### config.mk
export PLATFORM = sky130hd
export DESIGN_NAME = status_byte_unit
export DESIGN_NICKNAME = d
export VERILOG_FILES = /design/src/rtl/stb_pkg.sv /design/src/rtl/stb_source_map.sv /design/src/rtl/stb_latch_bank.sv /design/src/rtl/stb_rqs_ctl.sv /design/src/rtl/stb_bus_port.sv /design/src/rtl/status_byte_unit.sv
export SDC_FILE = /design/constraint.sdc
export NUM_CORES = 1
export LEC_CHECK = 0
export BUFFER_PORTS_ARGS = -buffer_cell sky130_fd_sc_hd__buf_4
export CORE_MARGIN = 5
export CORE_UTILIZATION = 49
export CTS_BUF_LIST = sky130_fd_sc_hd__clkbuf_8
export DETAILED_ROUTE_END_ITERATION = 10
export HOLD_SLACK_MARGIN = 0.03
export PLACE_DENSITY = 0.85
export SLEW_MARGIN = 20
export SYNTH_ARGS = -nofsm -noshare
export SYNTH_HDL_FRONTEND = slang
export SYNTH_SLANG_ARGS = --single-unit
### constraint.sdc
create_clock -name clk -period 2.28 [get_ports clk]
set_input_delay 0.228 -clock clk [delete_from_list [all_inputs] [get_ports clk]]
set_output_delay 0.228 -clock clk [all_outputs]
set_load 0.1 [all_outputs]
### src/rtl/stb_pkg.sv
// Shared constants and types for the status summary byte.
// Assumes an eight-bit byte whose bit positions are fixed by the host protocol.
package stb_pkg;
    localparam int STB_W     = 8;
    localparam int BIT_DRDY  = 0;
    localparam int BIT_CALZ  = 1;
    localparam int BIT_ENTRY = 2;
    localparam int BIT_MERR  = 3;
    localparam int BIT_MAV   = 4;
    localparam int BIT_ESB   = 5;
    localparam int BIT_RQS   = 6;
    localparam int BIT_LIMIT = 7;

    typedef enum logic [1:0] {
        OP_READ    = 2'b00,
        OP_WR_SRE  = 2'b01,
        OP_CLEAR   = 2'b10,
        OP_DEV_RST = 2'b11
    } bus_op_e;

    typedef struct packed {
        logic rd;
        logic wr_sre;
        logic clr;
        logic dev_rst;
    } bus_strobe_t;
endpackage

### src/rtl/stb_source_map.sv
// Maps the raw event inputs onto the bit positions of the status byte.
// Assumes event inputs are already synchronous to clk. The request-service
// position is always driven 0 here; that bit is produced elsewhere.
module stb_source_map
    import stb_pkg::*;
#(
    parameter int ESR_W = 8
) (
    input  logic             ev_data_rdy,
    input  logic             ev_calz_done,
    input  logic             ev_entry_err,
    input  logic             ev_meas_err,
    input  logic             ev_limit,
    input  logic             limit_chk_en,
    input  logic             msg_avail,
    input  logic [ESR_W-1:0] esr_bits,
    input  logic [ESR_W-1:0] ese_mask,
    output logic [STB_W-1:0] set_vec
);
    logic esr_summary;

    // Summary of the enabled event status bits.
    always_comb begin
        esr_summary = |(esr_bits & ese_mask);
    end

    // Place each source at its fixed bit position.
    always_comb begin
        set_vec            = '0;
        set_vec[BIT_DRDY]  = ev_data_rdy;
        set_vec[BIT_CALZ]  = ev_calz_done;
        set_vec[BIT_ENTRY] = ev_entry_err;
        set_vec[BIT_MERR]  = ev_meas_err;
        set_vec[BIT_MAV]   = msg_avail;
        set_vec[BIT_ESB]   = esr_summary;
        set_vec[BIT_LIMIT] = ev_limit & limit_chk_en;
    end
endmodule

### src/rtl/stb_latch_bank.sv
// One sticky cell per status bit. A set request always wins over a clear
// in the same cycle, so no event is lost to a read or clear-status.
// Assumes rd_clr and clr_all are single-cycle strobes.
module stb_latch_bank #(
    parameter int W = 8
) (
    input  logic         clk,
    input  logic         rst_n,
    input  logic [W-1:0] set_vec,
    input  logic         rd_clr,
    input  logic         clr_all,
    output logic [W-1:0] bits_q
);
    logic any_clr;

    // Either clearing source empties the bank.
    always_comb begin
        any_clr = rd_clr | clr_all;
    end

    for (genvar i = 0; i < W; i++) begin : g_cell
        logic cell_q;

        // Sticky cell: clear on request, new set wins over the clear.
        always_ff @(posedge clk) begin
            if (!rst_n) begin
                cell_q <= 1'b0;
            end else if (any_clr) begin
                cell_q <= set_vec[i];
            end else begin
                cell_q <= cell_q | set_vec[i];
            end
        end

        assign bits_q[i] = cell_q;
    end
endmodule

### src/rtl/stb_rqs_ctl.sv
// Holds the service request enable mask and the latched request-service bit.
// The request-service bit is computed from registered status bits and the
// registered mask, so it follows them by one cycle. Its own position is
// masked off so it cannot keep itself set.
module stb_rqs_ctl
    import stb_pkg::*;
(
    input  logic             clk,
    input  logic             rst_n,
    input  logic             wr_sre,
    input  logic [STB_W-1:0] wdata,
    input  logic             clr_all,
    input  logic [STB_W-1:0] stb_low,
    output logic [STB_W-1:0] sre_q,
    output logic             rqs_q
);
    localparam logic [STB_W-1:0] SELF_MASK = ~(STB_W'(1) << BIT_RQS);

    logic hit;

    // Any enabled latched bit other than the request-service bit itself.
    always_comb begin
        hit = |(stb_low & sre_q & SELF_MASK);
    end

    // Enable mask register, loaded by the host.
    always_ff @(posedge clk) begin
        if (!rst_n) begin
            sre_q <= '0;
        end else if (wr_sre) begin
            sre_q <= wdata;
        end
    end

    // Latched request-service bit; only clear-status or reset empties it.
    always_ff @(posedge clk) begin
        if (!rst_n) begin
            rqs_q <= 1'b0;
        end else if (clr_all) begin
            rqs_q <= 1'b0;
        end else begin
            rqs_q <= rqs_q | hit;
        end
    end
endmodule

### src/rtl/stb_bus_port.sv
// Decodes host commands into single-cycle strobes and registers read data.
// Assumes one command per cycle; a read returns the byte as it stood in the
// cycle the read was issued, one cycle later.
module stb_bus_port
    import stb_pkg::*;
(
    input  logic             clk,
    input  logic             rst_n,
    input  logic             cmd_valid,
    input  logic [1:0]       cmd_op,
    input  logic [STB_W-1:0] stb_now,
    output bus_strobe_t      strb,
    output logic             rd_valid,
    output logic [STB_W-1:0] rd_data
);
    bus_op_e op;

    // Turn the command code into one strobe per operation.
    always_comb begin
        op           = bus_op_e'(cmd_op);
        strb         = '0;
        strb.rd      = cmd_valid && (op == OP_READ);
        strb.wr_sre  = cmd_valid && (op == OP_WR_SRE);
        strb.clr     = cmd_valid && (op == OP_CLEAR);
        strb.dev_rst = cmd_valid && (op == OP_DEV_RST);
    end

    // Capture the byte on a read and flag it valid for one cycle.
    always_ff @(posedge clk) begin
        if (!rst_n) begin
            rd_valid <= 1'b0;
            rd_data  <= '0;
        end else begin
            rd_valid <= strb.rd;
            if (strb.rd) begin
                rd_data <= stb_now;
            end
        end
    end
endmodule

### src/rtl/status_byte_unit.sv
// Top of the status summary byte: latches event sources, forms the
// request-service bit from the enable mask and serves host commands.
// The device reset command is decoded but deliberately changes no state.
module status_byte_unit
    import stb_pkg::*;
#(
    parameter int ESR_W = 8
) (
    input  logic             clk,
    input  logic             rst_n,
    input  logic             ev_data_rdy,
    input  logic             ev_calz_done,
    input  logic             ev_entry_err,
    input  logic             ev_meas_err,
    input  logic             ev_limit,
    input  logic             limit_chk_en,
    input  logic             msg_avail,
    input  logic [ESR_W-1:0] esr_bits,
    input  logic [ESR_W-1:0] ese_mask,
    input  logic             cmd_valid,
    input  logic [1:0]       cmd_op,
    input  logic [STB_W-1:0] cmd_wdata,
    output logic             rd_valid,
    output logic [STB_W-1:0] rd_data,
    output logic             srq
);
    logic [STB_W-1:0] set_vec;
    logic [STB_W-1:0] stb_low;
    logic [STB_W-1:0] sre_mask;
    logic [STB_W-1:0] stb_now;
    logic             rqs_bit;
    bus_strobe_t      strb;

    stb_source_map #(.ESR_W(ESR_W)) u_map (
        .ev_data_rdy  (ev_data_rdy),
        .ev_calz_done (ev_calz_done),
        .ev_entry_err (ev_entry_err),
        .ev_meas_err  (ev_meas_err),
        .ev_limit     (ev_limit),
        .limit_chk_en (limit_chk_en),
        .msg_avail    (msg_avail),
        .esr_bits     (esr_bits),
        .ese_mask     (ese_mask),
        .set_vec      (set_vec)
    );

    stb_latch_bank #(.W(STB_W)) u_bank (
        .clk     (clk),
        .rst_n   (rst_n),
        .set_vec (set_vec),
        .rd_clr  (strb.rd),
        .clr_all (strb.clr),
        .bits_q  (stb_low)
    );

    stb_rqs_ctl u_rqs (
        .clk     (clk),
        .rst_n   (rst_n),
        .wr_sre  (strb.wr_sre),
        .wdata   (cmd_wdata),
        .clr_all (strb.clr),
        .stb_low (stb_low),
        .sre_q   (sre_mask),
        .rqs_q   (rqs_bit)
    );

    stb_bus_port u_port (
        .clk       (clk),
        .rst_n     (rst_n),
        .cmd_valid (cmd_valid),
        .cmd_op    (cmd_op),
        .stb_now   (stb_now),
        .strb      (strb),
        .rd_valid  (rd_valid),
        .rd_data   (rd_data)
    );

    // Merge the latched bits with the request-service bit at its position.
    always_comb begin
        stb_now          = stb_low;
        stb_now[BIT_RQS] = rqs_bit;
    end

    // Service request line follows the request-service bit.
    always_comb begin
        srq = rqs_bit;
    end
endmodule

# Word-level counts from Yosys, hierarchy flattened
# Cells that the tools add are included.
[classes] bitwise_logic=13 muxes=7 reduce_logical=7 eq_ne=2
[op_table] cell="bitwise AND 8 bit" n=2
[op_table] cell="bitwise OR 1 bit" n=9
[op_table] cell="OR reduction 8 bit" n=1
[op_table] cell="2-to-1 mux 1 bit" n=7
[op_table] cell="OR reduction 7 bit" n=1
[op_table] cell="logical AND 1 bit" n=3
[op_table] cell="equality test 2 x 1 -> 1 bit (second input constant)" n=1
[op_table] cell="equality test 2 bit (second input constant)" n=1
[op_table] cell="zero test 2 bit" n=1
[op_table] cell="OR reduction 2 bit" n=1
[op_table] cell="bitwise AND 1 bit" n=1
[op_table] cell="inverter 1 bit" n=1
[totals] ff_bits=25 elab_cells=40 output_inout_bits=10 inputBits=36

# Longest topological paths before layout
[depth] depth_word=4 ltp_mapped=4 ltp_nobuf=3

# Hierarchy
# Synthesis repeated with hierarchy kept, for this count alone.
[unflattened] cells_unflattened=132 hier_area_um2=1231.2
[by_module_without_submodules] mod="stb_bus_port" instances=1 cells_per_inst=42 seq_area_each_um2=180.2 area_per_inst_um2=385.4
[by_module_without_submodules] mod="stb_latch_bank" instances=1 cells_per_inst=44 seq_area_each_um2=160.2 area_per_inst_um2=382.9
[by_module_without_submodules] mod="stb_rqs_ctl" instances=1 cells_per_inst=32 seq_area_each_um2=180.2 area_per_inst_um2=364.1
[by_module_without_submodules] mod="stb_source_map" instances=1 cells_per_inst=14 seq_area_each_um2=0.0 area_per_inst_um2=98.8

# Least setup slack after synthesis
# OpenSTA, ideal clock, no wires.
[synth_path] kind="flip-flop to flip-flop" from="reg, netlist name u_port.rd_data[0]" to="reg u_port.rd_data[0]" t_arrival_ns=1.276 n_path_buf=0 required_time_ns=2.209 setup_time_ns=0.071 period_less_slack_ns=1.347 path_stages_with_launch=3 path_slack_ns=0.933 cell_sequence="dfxtp_1 > o21ai_0 > a21oi_1"
[synth_rtl] element="end signal: assignment" line_no="stb_bus_port.sv:36" rtl="rd_data <= stb_now;"
[synth_rtl] element="end: declaration" line_no="stb_bus_port.sv:14" rtl="output logic [STB_W-1:0] rd_data"

# Worst setup path in the final report
[layout_path] from="reg u_rqs.rqs_q" to="out srq"
[layout_rtl] element="start: declaration" line_no="stb_rqs_ctl.sv:15" rtl="output logic rqs_q"
[layout_rtl] element="start signal: assignment" line_no="stb_rqs_ctl.sv:42" rtl="rqs_q <= rqs_q | hit;"
[layout_rtl] element="end: declaration" line_no="status_byte_unit.sv:25" rtl="output logic srq"
# No word-level cell between the ends.

==> impl_metrics.yaml <==
sta:
  finalClockSkew_ns: 0.00243
  clock.fmax_ghz: 0.871
  slew_headroom_pct: 55.7
  slew_viol_final: 0
  worstMarginPinSlew_ns: 0.663
  setup_viol: 0
  fin_crit_ns: 1.15
  period_share_pct: 50.4
  hold_viol: 0
  rsz0062_at_grt: "no"
  finalSetupTns_ns: 0
placement:
  port_buffers: 44
  gp_congestion: 0.760
  dp_cells: 161
setup_path:
  critPathLaunchType: "register"
  cpLargestDelayFamily: "flip-flops"
  endpoint_kind: "output port"
  arrival_ns: 0.92
  cp_max_fo: 3
  crit_slowest_cell: "dfxtp_1"
  critPathBufInv: 1
  max_stage_delay_ns: 0.36
  crit_chain: "buf_4"
  path_class: "reg2out"
  crit_required_ns: 2.05
  r2r_setup_slack_ns: 1.26
logic_synthesis:
  yosysWarnings: 0
  yosys_register_bits: 24
  syn_avg_cell_area_um2: 9.40
  synthCells: 97
  synth_seq_area_share_pct: 52.7
  syn-num-nets: 133
  synth_area_um2: 912
  synth_cell_type_count: 19
final_layout:
  most-common-layout-cells: "buf_4, dfxtp_1, a21oi_1"
  final_nets: 177
  mostFrequentLayoutCell: "buf_4"
  area_delta_synth_final_pct: 44.0
  fin_util_pct: 75.3
  fill_cells: 147
  final_cells: 165
  drive_gt1_share_pct: 35.7
  diodes: 0
cts:
  cts_sinks: 24
  postCtsHoldBufs: 0
  cts_tree: "yes"
  cts_buffers: 3
  post_cts_buffers: 0
  cts_resized: 0
  cts-root-buf: "clkbuf_8"
  clk_latency_ns: 0.26
  path_clk_slew_ns: 0.08
  clk_path_buf_depth: 2
  ctsHtreeMaxLevel: 1
floorplanning:
  initial_core_util_pct: 52.3
  core_area_um2: 1750
  die-area_um2: 2820
  rows: 15
  ios: 46
  die_width_um: 53.1
  die_y_um: 53.1
grt:
  grt_pass1_wl_um: 3500
  grt_max_degree: 24
  gr-usage-all-layers_pct: 17.2
  grt_pass1_vias: 782
  grt_overflow_total: 0
  antenna_found_initial: 0
power_and_ir_drop:
  peakVddDrop_mv: 0.651
  p_per_area_nw_per_um2: 724
  p_leak_uw: 0.000616
drt:
  via_per_inst: 5.06
  vias: 835
  drt_pass1_iterations: 4
  ant_nets: 0
  drcViolationCount: 0
  wirelength_um: 2230
  wl_per_cell_um: 13.5
  drtIter0Drc: 14
job:
  drv_cap: 0
status:
  status: "finished, final reports clean"
min_path:
  hold_class: "in2reg"
final cells by class:
cell class | instances | area, µm² | area share, %
multi-input combinational | 66 | 393 | 29.9
inverter | 2 | 7.51 | 0.571
tap | 25 | 31.3 | 2.38
clock inverter | 1 | 30.0 | 2.29
timing repair buffer | 44 | 330 | 25.1
sequential | 24 | 480 | 36.6
clock buffer | 3 | 41.3 | 3.14
state kept, by name, indices dropped and copies added (netlist names):
| signal | flops |
|---|---|
| u_bank.g_cell.cell_q | 7 |
| u_port.rd_data | 8 |
| u_port.rd_valid | 1 |
| u_rqs.rqs_q | 1 |
| u_rqs.sre_q | 7 |
through the flow:
| stage | setup WS [ns] | total power [µW] | cell area, µm² | hold slack (ns) |
|---|---|---|---|---|
| final | 1.13 | 951 | 1310 | 0.176 |
| after CTS | 1.12 | 962 | 1310 | 0.170 |
| after global routing | 1.09 | 993 | 1310 | 0.185 |
| after global placement | 1.02 | 598 | 1240 | 0.434 |
| after floorplan | 0.933 | 539 | 912 | 0.345 |
| after detailed placement | 0.994 | 602 | 1240 | 0.447 |
where the power goes:
part	switching (µW)	total (µW)	internal [µW]
Clock	124	358	234
Combinational	78.7	143	64.5
Sequential	12.3	449	437
Total	215	951	736
logic make-up after synthesis:
logic type / count (synthesis) / synth area share, %
flops: 24 / 52.7
buf+inv: 7 / 4.25
simple gates: 26 / 14.0
compound gates: 33 / 21.4
mux: 7 / 7.68
routing by layer:
metal / up-vias / GRT usage [%] / routed length, µm
met5: - / 0 / 0
met4: 0 / 5.11 / 26
met3: 4 / 5.35 / 118
met2: 25 / 31.0 / 1140
met1: 379 / 19.0 / 936
li1: 427 / - / -
synthesized netlist by cell type, drive strengths merged:
cell type	number	area, µm²
a22o	3	26.3
a22oi	2	15.0
nand2	9	33.8
a221oi	3	26.3
clkbuf	2	7.51
dfxtp	24	480
nor2	13	48.8
nor3	1	5.00
nand2b	1	13.8
buf	3	23.8
inv	2	7.51
a21oi	14	70.1
a31oi	2	12.5
nor3b	1	18.8
o21ai	9	45.0
mux2i	7	70.1
nand3b	1	7.51
path summary, 6_finish.rpt:
check | cells after the start | startpoint | end
worst max-delay path | 1 | u_rqs.rqs_q$_SDFF_PP0_ | srq
worst min-delay path | 3 | ev_entry_err | u_bank.g_cell[2].cell_q$_SDFF_PN0_
worst max register to register | 3 | u_bank.g_cell[0].cell_q$_SDFF_PN0_ | u_rqs.rqs_q$_SDFF_PP0_
worst min register to register | 2 | u_port.rd_data[3]$_SDFFE_PN0P_ | u_port.rd_data[3]$_SDFFE_PN0P_
(Power assumes the default switching activity.)
